## config.mk

```make
export PLATFORM = sky130hd
export DESIGN_NAME = bch_syndrome_par
export DESIGN_NICKNAME = d
export VERILOG_FILES = /design/src/rtl/bch_syn_pkg.sv /design/src/rtl/syn_lane.sv /design/src/rtl/syn_out_stage.sv /design/src/rtl/bch_syndrome_par.sv
export SDC_FILE = /design/constraint.sdc
export NUM_CORES = 1
export LEC_CHECK = 0
export BUFFER_PORTS_ARGS = -buffer_cell sky130_fd_sc_hd__buf_2
export CAP_MARGIN = 20
export CORE_MARGIN = 2
export CORE_UTILIZATION = 35
export DETAILED_ROUTE_END_ITERATION = 10
export PLACE_DENSITY_LB_ADDON = 0.15
export SYNTH_ARGS = -nofsm -noshare
export SYNTH_HDL_FRONTEND = slang
export SYNTH_SLANG_ARGS = --single-unit
```

## constraint.sdc

```tcl
create_clock -name clk -period 1.7 [get_ports clk]
set_clock_uncertainty 0.1 [all_clocks]
set_input_delay 0.34 -clock clk [delete_from_list [all_inputs] [get_ports clk]]
set_output_delay 0.34 -clock clk [all_outputs]
set_load 0.01 [all_outputs]
```

## src/rtl/bch_syn_pkg.sv

```systemverilog
package bch_syn_pkg;

   localparam int GFW = 16;

   // multiply a field element by alpha, reducing with the primitive polynomial
   function automatic logic [GFW-1:0] gf_mulx(logic [GFW-1:0] a, int m, logic [GFW-1:0] poly);
      logic [GFW-1:0] t;
      t = a << 1;
      if (t[m]) t = t ^ poly;
      return t;
   endfunction

   // alpha raised to the exponent e
   function automatic logic [GFW-1:0] gf_alpha_pow(int e, int m, logic [GFW-1:0] poly);
      logic [GFW-1:0] acc;
      int order;
      order = (1 << m) - 1;
      acc = 1;
      for (int k = 0; k < (e % order); k++) acc = gf_mulx(acc, m, poly);
      return acc;
   endfunction

   // general product of two field elements
   function automatic logic [GFW-1:0] gf_mul(logic [GFW-1:0] a, logic [GFW-1:0] b, int m,
                                             logic [GFW-1:0] poly);
      logic [GFW-1:0] acc;
      acc = '0;
      for (int k = m - 1; k >= 0; k--) begin
         acc = gf_mulx(acc, m, poly);
         if (b[k]) acc = acc ^ a;
      end
      return acc;
   endfunction

endpackage

```

## src/rtl/syn_lane.sv

```systemverilog
module syn_lane #(
   parameter int GF_M      = 5,
   parameter int N         = 31,
   parameter int PRIM_POLY = 37,
   parameter int IDX       = 1
) (
   input  logic [N-1:0]    cw,
   output logic [GF_M-1:0] syn
);
   import bch_syn_pkg::*;

   localparam logic [GFW-1:0] POLY16 = GFW'(PRIM_POLY);

   // positions whose alpha^(IDX*j) has bit b set
   function automatic logic [N-1:0] col_mask(int b);
      logic [N-1:0]   msk;
      logic [GFW-1:0] p;
      for (int j = 0; j < N; j++) begin
         p = gf_alpha_pow(IDX * j, GF_M, POLY16);
         msk[j] = p[b];
      end
      return msk;
   endfunction

   for (genvar b = 0; b < GF_M; b++) begin : g_bit
      localparam logic [N-1:0] MSK = col_mask(b);
      assign syn[b] = ^(cw & MSK);
   end

endmodule

```

## src/rtl/syn_out_stage.sv

```systemverilog
module syn_out_stage #(
   parameter int W = 30
) (
   input  logic         clk,
   input  logic         rst_n,
   input  logic         load,
   input  logic [W-1:0] d,
   output logic         q_valid,
   output logic [W-1:0] q
);
   always_ff @(posedge clk or negedge rst_n) begin
      if (!rst_n) begin
         q_valid <= 1'b0;
         q       <= '0;
      end else begin
         q_valid <= load;
         if (load) q <= d;
      end
   end
endmodule

```

## src/rtl/bch_syndrome_par.sv

```systemverilog
module bch_syndrome_par #(
   parameter int GF_M      = 5,
   parameter int N         = 31,
   parameter int T_MAX     = 3,
   parameter int PRIM_POLY = 37
) (
   input  logic                      clk,
   input  logic                      rst_n,
   input  logic                      cw_valid,
   input  logic [N-1:0]              cw_bits,
   output logic                      syn_valid,
   output logic [2*T_MAX*GF_M-1:0]   syn_vec
);
   localparam int NSYN  = 2 * T_MAX;
   localparam int SW    = NSYN * GF_M;
   localparam int ORDER = (1 << GF_M) - 1;

   if (GF_M < 2 || GF_M > 15) begin : g_bad_m
      $error("GF_M must lie in 2..15");
   end
   if (N < 1 || N > ORDER) begin : g_bad_n
      $error("N must lie in 1..2^GF_M-1");
   end
   if (T_MAX < 1 || NSYN >= ORDER) begin : g_bad_t
      $error("T_MAX out of range for the field");
   end
   if (((PRIM_POLY >> GF_M) != 1) || ((PRIM_POLY & 1) != 1)) begin : g_bad_poly
      $error("PRIM_POLY must have degree GF_M and a constant term");
   end

   logic [SW-1:0] syn_comb;

   for (genvar i = 1; i <= NSYN; i++) begin : g_lane
      syn_lane #(
         .GF_M(GF_M), .N(N), .PRIM_POLY(PRIM_POLY), .IDX(i)
      ) u_lane (
         .cw  (cw_bits),
         .syn (syn_comb[(i-1)*GF_M +: GF_M])
      );
   end

   syn_out_stage #(.W(SW)) u_out (
      .clk     (clk),
      .rst_n   (rst_n),
      .load    (cw_valid),
      .d       (syn_comb),
      .q_valid (syn_valid),
      .q       (syn_vec)
   );

endmodule

```

==> run summary <==
DP Wirelength: 6690 um
slowest stage delay, CP: 0.37 ns
CTS tree: built
RSZ-0062 raised after global routing: yes
syn_nets: 299
Place WS: -0.502 ns
CTS max path bufs: 2
largest net degree at the start of global routing: 31
die area: 8950 sq um
failing checks: setup timing
endpoints failing hold: 0
fin crit period: 1.72 ns
Die Wd: 94.6 um
DRC viols: 0
GRT Resource Usage Total: 18.5%
highest clock rate: 581 MHz
Yosys top cell by area: xnor2_1
I/O pin count: 65
Max-Cap Viols: 0
most frequent cells in the layout: buf_4, xnor2_1, buf_2
total gr overflow: 0
sequential-to-total area share from yosys stat: 21.8%
CP arrival: 1.78 ns
Hold Crit Class: input port to flop
pwr dens: 1050 nW/um^2
Fin Setup TNS: -0.0360 ns
layout net count: 426
Via-to-Cell Ratio: 4.34
YS warnings: 0
Final WS setup: -0.0202 ns
post-route cell area: 4500 sq um
Synth Cell Area: 2870 sq um
area of the multi-input gates: 2560 sq um
Max stage delay cell, worst path: xnor3_1
global-route wire length before repair: 12100 um
initial DRC count: 79
max_slew headroom: 61.3%
CP endpoint kind: flop
grt met3 use: 1.92%
gpl congestion: 0.816
Layout area overhead: 56.7%
H-tree levels: 1
clk sinks: 25
crit share post-route: 101%
core box area: 8090 sq um
filler cell count in the final layout: 755
DR pass1 iterations: 4
Site Rows: 33
number of global-route vias before repair: 2186
Hold WS: 0.263 ns
Netlist cell types: 18
clock insertion delay at the later pin of the skew report: 0.27 ns
most frequent CP cell: xnor2_2
Die H: 94.6 um
Root Driver: clkbuf_8
vias: 2152
drt total wl: 7910 um
share of the synthesized area in the top cell type: 32.3%
initial antenna violation count: 0
status: complete, but fails checks
Avg Synthesized Cell Area: 10.8 sq um
Inserted Clock Buffers: 3
ant diodes: 0
Synth area leaders: xnor2_1, dfrtp_1, xnor3_1
Critical Path, Cell by Cell: buf_12, buf_6, xor2_2, xnor2_2, xnor2_2, xnor3_1, mux2_4
busiest grt layer: met2
worst endpoint required time: 1.76 ns
Lkg Pwr: 2.12 nW
crit-path max FO: 3
port bufs: 64
initial core utilization: 35.5%
Yosys reg bits: 25
layout cell share with drive strength beyond 1: 54.7%
met2 usage: 34.3%
wire per inst: 15.9 um
Post-DP Area: 4070 sq um
cell count after synthesis: 265
Worst Max-Slew Pin Slew: 0.581 ns
critical path class: input port to flop
Sequential cell area: 626 sq um
grt met1 use: 24.6%
Worst Setup Start Kind: input port
max-slew violations: 0
commonest non-fill, non-tap cell in the layout: buf_4
DRT antenna net count: 0
peak supply drop: 0.730 mV
Reg clk slew, reported paths: 0.09 ns
# setup viols final: 2
-- sequential cells by signal (all words and copies together), names as in the netlist --
register       flops
u_out.q           24
u_out.q_valid      1
-- cells by family after synthesis --
logic type	Yosys count	synth area share, %
flip-flops	25	21.8
AO/OA/AOI/OAI	21	3.66
multiplexers	3	1.18
XOR/XNOR	165	65.4
AND/OR/NAND/NOR	21	2.74
buffers and inverters	30	5.23
-- critical path: cells and delay by family --
kind      cells  cell delay (ns)
mux           1             0.27
xor+xnor      4             0.95
buf+inv       2             0.22
-- per-stage QoR --
stage	std cells	power, mW	util, %
floorplan	265	3.16	-
global placement	480	4.15	50.3
detailed placement	480	4.18	50.3
CTS	493	4.67	53.2
global route	496	5.09	55.6
finish	496	4.74	55.6
-- repair_timing --
action,4_1_cts,5_1_grt
pin swaps,24,20
hold endpoints to repair,25,0
endpoints found under the setup margin,10,17
gates resized for setup,28,31
setup buffers,9,3
hold buffers,1,0
-- report_power, final --
| group | switching [mW] | internal, mW |
|---|---|---|
| combinational | 1.46 | 1.89 |
| sequential | 0.158 | 0.882 |
| clock | 0.192 | 0.164 |
| total | 1.81 | 2.93 |
-- synthesized netlist by cell type (all sizes together) --
cell and n:
a21oi 21, buf 14, clkbuf 16, dfrtp 25
mux2 3, nor2 21, xnor2 111, xnor3 20
xor2 29, xor3 5
-- per-layer routing --
metal	vias to the layer above	part of all wire, %
met1	1045	44
met5	-	0
met2	33	53
met4	0	0
met3	0	2.3
li1	1074	-
-- final timing paths --
kind	cells past startpoint	slack (ns)	from	endpoint
worst min register to register	1	0.41	u_out.q[27]	u_out.q[27]
max in group asynchronous	2	0.62	rst_n	u_out.q[5]
worst max-delay path	7	-0.02	cw_bits[28]	u_out.q[27]
worst min-delay path	1	0.26	cw_valid	u_out.q_valid
min in group asynchronous	2	0.50	rst_n	u_out.q_valid
worst max register to register	1	0.83	u_out.q[25]	u_out.q[25]
-- final cells by class --
type                            count  area share, %
Timing Repair Buffer              152           25.3
Tap cell                          105           2.92
Clock inverter                      1          0.111
Multi-Input combinational cell    210           56.9
Clock buffer                        3          0.917
Sequential cell                    25           13.9
(Power assumes the default switching activity.)
